[src/rtl/offs_timer_pkg.sv]
package offs_timer_pkg;
  localparam int ADDR_W = 2;

  typedef enum logic [ADDR_W-1:0] {
    A_OFFSET = 2'd0,
    A_DEADLN = 2'd1,
    A_CTRL   = 2'd2,
    A_CNTVW  = 2'd3
  } reg_addr_e;

  localparam int CTRL_EN_BIT   = 0;
  localparam int CTRL_MASK_BIT = 1;
  localparam int CTRL_STAT_BIT = 2;

  // levels below this one see the offset-adjusted count
  localparam logic [1:0] HYP_LEVEL = 2'd2;
endpackage

[src/rtl/offs_gate.sv]
module offs_gate #(
  parameter int CNT_W = 64
) (
  input  logic [CNT_W-1:0] off_i,
  input  logic [CNT_W-1:0] cnt_i,
  input  logic [1:0]       priv_i,
  input  logic             virt_en_i,
  input  logic             mon_en_i,
  input  logic             host_os_i,
  input  logic             route_hyp_i,
  output logic [CNT_W-1:0] eff_off_o,
  output logic [CNT_W-1:0] cnt_view_o
);
  import offs_timer_pkg::*;

  logic apply_off;
  logic host_mode;

  assign host_mode = host_os_i & route_hyp_i;
  assign apply_off = virt_en_i & mon_en_i & ~host_mode;
  assign eff_off_o = apply_off ? off_i : '0;

  always_comb begin
    if (priv_i < HYP_LEVEL) cnt_view_o = cnt_i - eff_off_o;
    else                    cnt_view_o = cnt_i;
  end
endmodule

[src/rtl/offs_regs.sv]
module offs_regs #(
  parameter int CNT_W = 64
) (
  input  logic                                clk_i,
  input  logic                                rst_ni,
  input  logic                                wr_en_i,
  input  logic [offs_timer_pkg::ADDR_W-1:0]   addr_i,
  input  logic [CNT_W-1:0]                    wdata_i,
  output logic [CNT_W-1:0]                    off_o,
  output logic [CNT_W-1:0]                    dl_o,
  output logic                                en_o,
  output logic                                mask_o
);
  import offs_timer_pkg::*;

  always_ff @(posedge clk_i or negedge rst_ni) begin
    if (!rst_ni) begin
      off_o  <= '0;
      dl_o   <= '0;
      en_o   <= 1'b0;
      mask_o <= 1'b0;
    end else if (wr_en_i) begin
      unique case (reg_addr_e'(addr_i))
        A_OFFSET: off_o <= wdata_i;
        A_DEADLN: dl_o  <= wdata_i;
        A_CTRL: begin
          en_o   <= wdata_i[CTRL_EN_BIT];
          mask_o <= wdata_i[CTRL_MASK_BIT];
        end
        default: ;
      endcase
    end
  end

  p_off_write_r7: assert property (@(posedge clk_i) disable iff (!rst_ni)
    (wr_en_i && addr_i == A_OFFSET) |=> off_o == $past(wdata_i));

  p_ctrl_hold_r8: assert property (@(posedge clk_i) disable iff (!rst_ni)
    !(wr_en_i && addr_i == A_CTRL) |=> $stable(en_o) && $stable(mask_o));
endmodule

[src/rtl/offs_cmp.sv]
module offs_cmp #(
  parameter int CNT_W = 64
) (
  input  logic             clk_i,
  input  logic             rst_ni,
  input  logic [CNT_W-1:0] cnt_i,
  input  logic [CNT_W-1:0] eff_off_i,
  input  logic [CNT_W-1:0] dl_i,
  input  logic             en_i,
  input  logic             mask_i,
  output logic             status_o,
  output logic             irq_o
);
  localparam int SIGN_BIT = CNT_W - 1;

  logic [CNT_W-1:0] gap;
  assign gap = (cnt_i - eff_off_i) - dl_i;

  always_ff @(posedge clk_i or negedge rst_ni) begin
    if (!rst_ni) status_o <= 1'b0;
    else         status_o <= ~gap[SIGN_BIT];
  end

  assign irq_o = status_o & en_i & ~mask_i;

  p_zero_gap_r1: assert property (@(posedge clk_i) disable iff (!rst_ni)
    ((cnt_i - eff_off_i) == dl_i) |=> status_o);

  p_one_short_r1: assert property (@(posedge clk_i) disable iff (!rst_ni)
    ((cnt_i - eff_off_i) + 1'b1 == dl_i) |=> !status_o);

  p_masked_quiet_r8: assert property (@(posedge clk_i) disable iff (!rst_ni)
    (mask_i || !en_i) |-> !irq_o);
endmodule

[src/rtl/offs_timer_cmp.sv]
module offs_timer_cmp #(
  parameter int CNT_W = 64
) (
  input  logic             clk_i,
  input  logic             rst_ni,
  input  logic [CNT_W-1:0] cnt_i,
  input  logic [1:0]       priv_i,
  input  logic             virt_en_i,
  input  logic             mon_en_i,
  input  logic             host_os_i,
  input  logic             route_hyp_i,
  input  logic             wr_en_i,
  input  logic [1:0]       addr_i,
  input  logic [CNT_W-1:0] wdata_i,
  output logic [CNT_W-1:0] rdata_o,
  output logic             irq_o
);
  import offs_timer_pkg::*;

  logic [CNT_W-1:0] off_q, dl_q, eff_off, cnt_view;
  logic             en_q, mask_q, status;

  offs_regs #(.CNT_W(CNT_W)) u_regs (
    .clk_i   (clk_i),
    .rst_ni  (rst_ni),
    .wr_en_i (wr_en_i),
    .addr_i  (addr_i),
    .wdata_i (wdata_i),
    .off_o   (off_q),
    .dl_o    (dl_q),
    .en_o    (en_q),
    .mask_o  (mask_q)
  );

  offs_gate #(.CNT_W(CNT_W)) u_gate (
    .off_i       (off_q),
    .cnt_i       (cnt_i),
    .priv_i      (priv_i),
    .virt_en_i   (virt_en_i),
    .mon_en_i    (mon_en_i),
    .host_os_i   (host_os_i),
    .route_hyp_i (route_hyp_i),
    .eff_off_o   (eff_off),
    .cnt_view_o  (cnt_view)
  );

  offs_cmp #(.CNT_W(CNT_W)) u_cmp (
    .clk_i     (clk_i),
    .rst_ni    (rst_ni),
    .cnt_i     (cnt_i),
    .eff_off_i (eff_off),
    .dl_i      (dl_q),
    .en_i      (en_q),
    .mask_i    (mask_q),
    .status_o  (status),
    .irq_o     (irq_o)
  );

  always_comb begin
    rdata_o = '0;
    unique case (reg_addr_e'(addr_i))
      A_OFFSET: rdata_o = off_q;
      A_DEADLN: rdata_o = dl_q;
      A_CTRL: begin
        rdata_o[CTRL_EN_BIT]   = en_q;
        rdata_o[CTRL_MASK_BIT] = mask_q;
        rdata_o[CTRL_STAT_BIT] = status;
      end
      A_CNTVW: rdata_o = cnt_view;
      default: ;
    endcase
  end

  p_gate_virt_r3: assert property (@(posedge clk_i) disable iff (!rst_ni)
    !virt_en_i |-> eff_off == '0);

  p_gate_mon_r4: assert property (@(posedge clk_i) disable iff (!rst_ni)
    !mon_en_i |-> eff_off == '0);

  p_gate_host_r5: assert property (@(posedge clk_i) disable iff (!rst_ni)
    (host_os_i && route_hyp_i) |-> eff_off == '0);

  p_raw_read_r6: assert property (@(posedge clk_i) disable iff (!rst_ni)
    (addr_i == A_CNTVW && priv_i >= HYP_LEVEL) |-> rdata_o == cnt_i);

  p_status_ro_r9: assert property (@(posedge clk_i) disable iff (!rst_ni)
    (wr_en_i && addr_i == A_CTRL) |=> status == $past(~(((cnt_i - eff_off) - dl_q) >> (CNT_W-1)) & 1'b1));
endmodule

[config.mk]
export PLATFORM = sky130hd
export DESIGN_NAME = offs_timer_cmp
export DESIGN_NICKNAME = d
export VERILOG_FILES = /design/src/rtl/offs_timer_pkg.sv /design/src/rtl/offs_gate.sv /design/src/rtl/offs_regs.sv /design/src/rtl/offs_cmp.sv /design/src/rtl/offs_timer_cmp.sv
export SDC_FILE = /design/constraint.sdc
export NUM_CORES = 1
export LEC_CHECK = 0
export BUFFER_PORTS_ARGS = -buffer_cell sky130_fd_sc_hd__buf_2
export CORE_MARGIN = 2
export CORE_UTILIZATION = 60
export DETAILED_ROUTE_END_ITERATION = 8
export PLACE_DENSITY = 0.83
export REMOVE_ABC_BUFFERS = 1
export SLEW_MARGIN = 20
export SYNTH_ARGS = -nofsm -noshare
export SYNTH_HDL_FRONTEND = slang
export SYNTH_HIERARCHICAL = 1
export SYNTH_SLANG_ARGS = --single-unit
[constraint.sdc]
create_clock -name clk_i -period 9.43 [get_ports clk_i]
set_clock_uncertainty 0.15 [all_clocks]
set_input_delay 2.3575 -clock clk_i [delete_from_list [all_inputs] [get_ports clk_i]]
set_output_delay 2.3575 -clock clk_i [all_outputs]
set_load 0.02 [all_outputs]
==> flow_metrics.env, run 1 <==
export IMPL_clkLatencyLatePin_ps=430
export IMPL_grt_pass1_wl_um=64770
export IMPL_synth_top_area_share_pct=22.25
export IMPL_dr_pass1_iters=5
export IMPL_die_width_um=160.7
export IMPL_synth_warnings=6
export IMPL_setup_violations=0
export IMPL_start_util_pct=60.93
export IMPL_grtUsageTotal_pct=31.15
export IMPL_final_cell_mix="inv_1, nand2_1, buf_2, dfrtp_1, ha_1"
export IMPL_period_needed_ps=9091
export IMPL_slew_viol_final=0
export IMPL_gp_congestion=0.9605
export IMPL_cts_tree="done"
export IMPL_drive_above_1_share_pct=22.87
export IMPL_peakVddDrop_v=0.0001006
export IMPL_arrival_ps=6580
export IMPL_power_total_mw=2.654
export IMPL_max_freq_mhz=110.0
export IMPL_critical_path_class="in -> out"
export IMPL_cts_hold_buf=0
export IMPL_worst_pin_slew_ps=987.9
export IMPL_vias=12836
export IMPL_critical_path_top_delay_family="compound AO/OA/AOI/OAI gates"
export IMPL_post_drt_wl_per_cell_um=18.46
export IMPL_die_area_um2=25820
export IMPL_fp_coreArea_um2=24180
export IMPL_syn_to_final_growth_pct=11.28
export IMPL_post_route_period_util_pct=96.41
export IMPL_nFillCells=1956
export IMPL_numCtsBuffers=17
export IMPL_syn_area_um2=14730
export IMPL_end_kind="output port"
export IMPL_rsz0062_at_grt="false"
export IMPL_synthFlopType="dfrtp_1"
export IMPL_synth_edf_count=0
export IMPL_cts_htree_levels=4
export IMPL_grt_max_degree=72
export IMPL_fin_setup_tns_ps=0
export IMPL_outcome="complete, no violations"
export IMPL_synth_top_area_cell="dfrtp_1"
export IMPL_cp_start_kind="input pin"
export IMPL_ant_nets=0
export IMPL_min_path_type="reg -> reg"
export IMPL_antenna_found_initial=4
export IMPL_synthTopCellsByArea="dfrtp_1, ha_1, fa_1"
export IMPL_synth_cell_types=77
export IMPL_hold_viol=0
export IMPL_drt_iter0_drc=1031
export IMPL_port_buffer_count=202
export IMPL_startpoint="virt_en_i"
export IMPL_crit_slowest_cell="a2111oi_0"
export IMPL_cap_violations=0
export IMPL_worstPathMaxFanout=38
export IMPL_clockBufferDepth=2
export IMPL_io_pins=204
export IMPL_rr_startpoint="u_regs/off_o[32]"
export IMPL_hp_start="u_regs/off_o[29]"
export IMPL_maxSlewHeadroom_pct=34.14
export IMPL_synthArstFlopShare_pct=100.0
export IMPL_cts_setup_buffers=0
export IMPL_grt_pass1_vias=13173
export IMPL_final_common_cell="inv_1"
export IMPL_required_ps=6920
export IMPL_clock_sinks=131
export IMPL_fin_area_um2=16390
export IMPL_max_stage_delay_ps=570
export IMPL_hpwl_um=30080
export IMPL_path_clk_slew_ps=60
export IMPL_overflow=0
export IMPL_fp_dieH_um=160.7
export IMPL_p_per_area_nw_per_um2=161.9
export IMPL_total_leakage_power_nw=8.189
export IMPL_cp_num_buf_inv=3
export IMPL_viasPerCell=5.951
export IMPL_rows=57
export IMPL_root_buffer="clkbuf_16"
export IMPL_dpl_cell_area_um2=15800
export IMPL_cts_resized_gates=0
export IMPL_synthCells=1642
export IMPL_ys_ff_latch=131
export IMPL_cp_cell_sequence="buf_2, nand2_1, a21oi_4, buf_12, and2_1, ha_1, fa_1, nor2b_1, o211ai_1, a211oi_1, o31ai_1, a211oi_1, o211ai_1, a2111oi_0, or3_1, nand3_1, nand2_1, o2bb2ai_1, buf_2"
export IMPL_route_detailed_drc=0
export IMPL_layout_nets=2143
export IMPL_finalWirelength_um=39830
export IMPL_avgSynthCellArea_um2=8.972
export IMPL_synth_seq_area_share_pct=22.25
-- sequential cells by signal (all words and copies together) (netlist names) --
name,flops
u_regs/dl_o,64
u_regs/off_o,64
u_cmp/status_o,1
u_regs/en_o,1
u_regs/mask_o,1
-- report_power, final --
group / total [mW] / internal [mW] / leakage [nW] / switching, mW
Sequential: 0.767 / 0.671 / 1.55 / 0.0953
Combinational: 1.22 / 0.542 / 6.37 / 0.679
Clock: 0.666 / 0.372 / 0.269 / 0.294
Total: 2.65 / 1.59 / 8.19 / 1.07
-- metrics by stage --
step                      setup WS (ps)  cells  util, %  hold WS, ps
after floorplan                  -533.3   1565        -        341.3
after global placement            574.0   2119    65.36        360.0
after detailed placement          578.9   2119    65.36        372.3
after CTS                         463.6   2151    67.71        387.0
after global routing              56.09   2155    67.78        402.5
final                             338.5   2157    67.81        382.9
-- path summary, 6_finish.rpt --
path / to / slack (ps) / depth (start not counted)
worst min-delay path: u_regs/off_o[29] / 380 / 1
worst max-delay path: rdata_o[62] / 340 / 19
min in group asynchronous: u_regs/dl_o[17] / 1700 / 1
max in group asynchronous: u_regs/dl_o[47] / 6330 / 2
worst max register to register: u_cmp/status_o / 6280 / 11
worst min register to register: u_regs/off_o[29] / 380 / 1
-- final cells by class --
class / instances / area, µm² / share of cell area (%)
multi-input combinational: 1204 / 10000 / 61.01
antenna: 5 / 12.51 / 0.07632
clock inverter: 14 / 127.6 / 0.7785
tap: 324 / 405.4 / 2.473
inverter: 230 / 863.3 / 5.266
sequential: 131 / 3278 / 20.00
clock buffer: 18 / 439.2 / 2.679
timing repair buffer: 231 / 1265 / 7.716
-- synth_stat cells (all sizes together), types with 3 or more instances --
| library cell | number |
|---|---|
| and2 | 5 |
| a21boi | 5 |
| nor2 | 58 |
| o21bai | 14 |
| mux4 | 3 |
| nand2 | 203 |
| o31ai | 8 |
| a221oi | 7 |
| or3 | 4 |
| o21a | 13 |
| a211oi | 9 |
| fa | 62 |
| ha | 127 |
| a311oi | 4 |
| nand4 | 27 |
| mux2 | 130 |
| xnor2 | 32 |
| nand3 | 16 |
| o21ai | 111 |
| and4 | 4 |
| o2bb2ai | 61 |
| or4 | 3 |
| dfrtp | 131 |
| xor2 | 23 |
| a21oi | 109 |
| buf | 45 |
| o211ai | 8 |
| and3 | 7 |
| mux2i | 64 |
| nor4 | 7 |
| nor3b | 4 |
| clkbuf | 32 |
| nor3 | 16 |
| nor2b | 4 |
| inv | 230 |
| nand2b | 7 |
| a21o | 23 |
-- routing by layer --
layer,up-vias,global-route usage [%],wire length (µm)
li1,6063,-,-
met1,6157,40.20,17060
met2,524,52.63,19000
met3,90,4.210,2445
met4,2,13.60,1299
met5,-,0,13
-- worst register-to-register path, stage by stage, from the launching register on --
cell and delay (ps):
dfrtp_1 390, nand2_1 100, inv_1 50, inv_1 60, fa_1 430, ha_1 340, a21oi_1 150, o21ai_0 130
a221oi_1 500, o21ai_1 220, nor4_2 360, xnor2_1 130
-- cell families (layout without fill, tap and decap cells) --
logic type,Yosys count,count (layout),synth area share (%)
DFF,131,131,22.25
and+or+nand+nor,368,368,11.42
other,0,5,0
buffers and inverters,307,493,9.980
AOI/OAI and AO/OA,395,395,17.46
xor gates and xnor gates,55,55,3.270
muxes,197,197,16.40
adders and majority gates,189,189,19.21
Note: power is estimated with default switching activity, not from simulation.
==> inputs of run 2 (changes only) <==
--- a/config.mk
+++ b/config.mk
@@ -5,11 +5,12 @@
 export SDC_FILE = /design/constraint.sdc
 export NUM_CORES = 1
 export LEC_CHECK = 0
+export ABC_AREA = 1
 export BUFFER_PORTS_ARGS = -buffer_cell sky130_fd_sc_hd__buf_2
 export CORE_MARGIN = 2
 export CORE_UTILIZATION = 60
 export DETAILED_ROUTE_END_ITERATION = 8
-export PLACE_DENSITY = 0.83
+export PLACE_DENSITY = 0.82
 export REMOVE_ABC_BUFFERS = 1
 export SLEW_MARGIN = 20
 export SYNTH_ARGS = -nofsm -noshare
==> flow_metrics.env, run 2 <==
export IMPL_syn_area_um2=17100
export IMPL_grt_pass1_wl_um=90040
export IMPL_cts_htree_levels=4
export IMPL_die_width_um=172.8
export IMPL_drt_iter0_drc=1877
export IMPL_total_leakage_power_nw=11.43
export IMPL_layout_nets=3339
export IMPL_fin_hold_ws_ps=351.5
export IMPL_slew_viol_final=0
export IMPL_rows=61
export IMPL_min_path_type="reg -> reg"
export IMPL_r2r_end="u_cmp/status_o"
export IMPL_cts_resized_gates=0
export IMPL_dr_pass1_iters=8
export IMPL_fp_coreArea_um2=27930
export IMPL_synth_top_area_share_pct=27.20
export IMPL_synth_top_area_cell="nand2_1"
export IMPL_final_cell_mix="nand2_1, inv_1, nand3_1, buf_2, dfrtp_1"
export IMPL_outcome="complete, no violations"
export IMPL_end_kind="output port"
export IMPL_p_per_area_nw_per_um2=138.9
export IMPL_hold_viol=0
export IMPL_period_needed_ps=8114
export IMPL_startpoint="host_os_i"
export IMPL_diodes=0
export IMPL_post_drt_wl_per_cell_um=16.27
export IMPL_synth_seq_area_share_pct=19.17
export IMPL_ant_nets=0
export IMPL_ff2ff_setup_slack_ps=6430
export IMPL_worst_slack_ps=1316
export IMPL_synth_most_common_cell="nand2_1"
export IMPL_antenna_found_initial=0
export IMPL_start_util_pct=61.20
export IMPL_reg_top3="u_regs/dl_o: 64 flops, u_regs/off_o: 64 flops"
export IMPL_vias=18594
export IMPL_synthTopCellsByArea="nand2_1, dfrtp_1, inv_1"
export IMPL_ys_ff_latch=131
export IMPL_syn_to_final_growth_pct=9.617
export IMPL_gp_congestion=0.9824
export IMPL_numCtsBuffers=17
export IMPL_post_route_period_util_pct=86.05
export IMPL_synthCells=2867
export IMPL_peakVddDrop_v=0.0001405
export IMPL_cts_setup_buffers=0
export IMPL_io_pins=204
export IMPL_drive_above_1_share_pct=11.74
export IMPL_clkLatencyLatePin_ps=460
export IMPL_hold_depth=2
export IMPL_fp_dieH_um=172.8
export IMPL_worstPathMaxFanout=28
export IMPL_final_common_cell="nand2_1"
export IMPL_rsz0062_at_grt="false"
export IMPL_worstRegToRegCells=15
export IMPL_grt_max_degree=92
export IMPL_synthFlopType="dfrtp_1"
export IMPL_grt_pass1_vias=17915
export IMPL_route_detailed_drc=0
export IMPL_clockBufferDepth=2
export IMPL_synth_cell_types=39
export IMPL_critical_path_class="in -> out"
export IMPL_arrival_ps=5610
export IMPL_rr_startpoint="u_regs/off_o[56]"
export IMPL_max_freq_mhz=123.2
export IMPL_cp_start_kind="input pin"
export IMPL_dp_slack_ps=1433
export IMPL_viasPerCell=5.467
export IMPL_synthArstFlopShare_pct=100.0
export IMPL_port_buffer_count=202
export IMPL_cap_violations=0
export IMPL_cts_tree="done"
export IMPL_finalWirelength_um=55340
export IMPL_worst_pin_slew_ps=1083
export IMPL_synth_warnings=6
export IMPL_ys_top_cells_by_count="nand2_1, inv_1, nand3_1"
export IMPL_hpwl_um=42280
export IMPL_root_buffer="clkbuf_16"
export IMPL_avgSynthCellArea_um2=5.963
export IMPL_grtUsageTotal_pct=37.56
export IMPL_overflow=0
export IMPL_path_clk_slew_ps=60
export IMPL_crit_end="rdata_o[56]"
export IMPL_maxSlewHeadroom_pct=27.78
export IMPL_die_area_um2=29860
export IMPL_required_ps=6920
export IMPL_synth_edf_count=0
export IMPL_clock_sinks=131
export IMPL_fin_setup_tns_ps=0
export IMPL_cts_hold_buf=0
export IMPL_setup_violations=0
## run 2: final cells by class
type                            instances  area (µm²)
Multi-Input combinational cell       2093       11200
Fill cell                            2606        9194
Sequential cell                       131        3278
Inverter                              556        2091
Timing Repair Buffer                  212        1091
Clock buffer                           21       480.5
Tap cell                              378       473.0
Clock inverter                         10       122.6
## run 2: cells by family after synthesis
logic type / count (synthesis) / share of synthesized area (%)
compound gates: 112 / 3.396
xor+xnor: 29 / 1.486
fa+ha+maj: 189 / 16.55
buf+inv: 643 / 15.32
flops: 131 / 19.17
simple gates: 1763 / 44.07
## run 2: worst min path at each step
stage	slack, ps	endpoint	from
4_1_cts	350	u_regs/off_o[26]	u_regs/off_o[26]
6_report	350	u_regs/off_o[3]	u_regs/off_o[3]
3_3_place_gp	330	u_regs/off_o[29]	u_regs/off_o[29]
2_1_floorplan	310	u_regs/dl_o[10]	u_regs/dl_o[10]
5_1_grt	370	u_regs/off_o[55]	u_regs/off_o[55]
3_5_place_dp	330	u_regs/dl_o[44]	u_regs/dl_o[44]
## run 2: power breakdown
part | internal [mW] | total, mW | switching, mW
sequential | 0.654 | 0.735 | 0.0805
clock | 0.417 | 0.697 | 0.279
combinational | 0.409 | 1.17 | 0.763
## run 2: metal layers
metal  routed length (µm)  share of wire [%]  vias to the layer above  GRT usage (%)
li1                     -                  -                     8988              -
met1                24490                 44                     8588          53.69
met2                24220                 44                      938          58.48
met3                 5651                 10                       80          6.201
met4                  974                1.8                        0          11.19
met5                    0                  0                        -              0
## run 2: worst max-delay path, stage by stage
cell and delay (ps):
buf_2 100, nand2_1 70, nand3_1 110, inv_2 130
buf_4 350, nand2_1 140, ha_1 410, nand2_1 180
nor2_2 180, inv_2 60, nor2_2 130, inv_2 40
nor2_1 340, and2_1 190, nand2_1 60, nand3_1 90
nand3_1 150, nand2_1 130, nand2_1 60, nand3_1 120
buf_2 170
## run 2: metrics by stage
stage	cells	power (mW)	utilization [%]	cell area, µm²
after floorplan	2780	1.495	-	16570
after global placement	3370	1.839	64.92	18140
after detailed placement	3370	1.882	64.92	18140
after CTS	3401	2.590	67.08	18740
after global routing	3401	2.791	67.09	18740
final	3401	2.603	67.09	18740
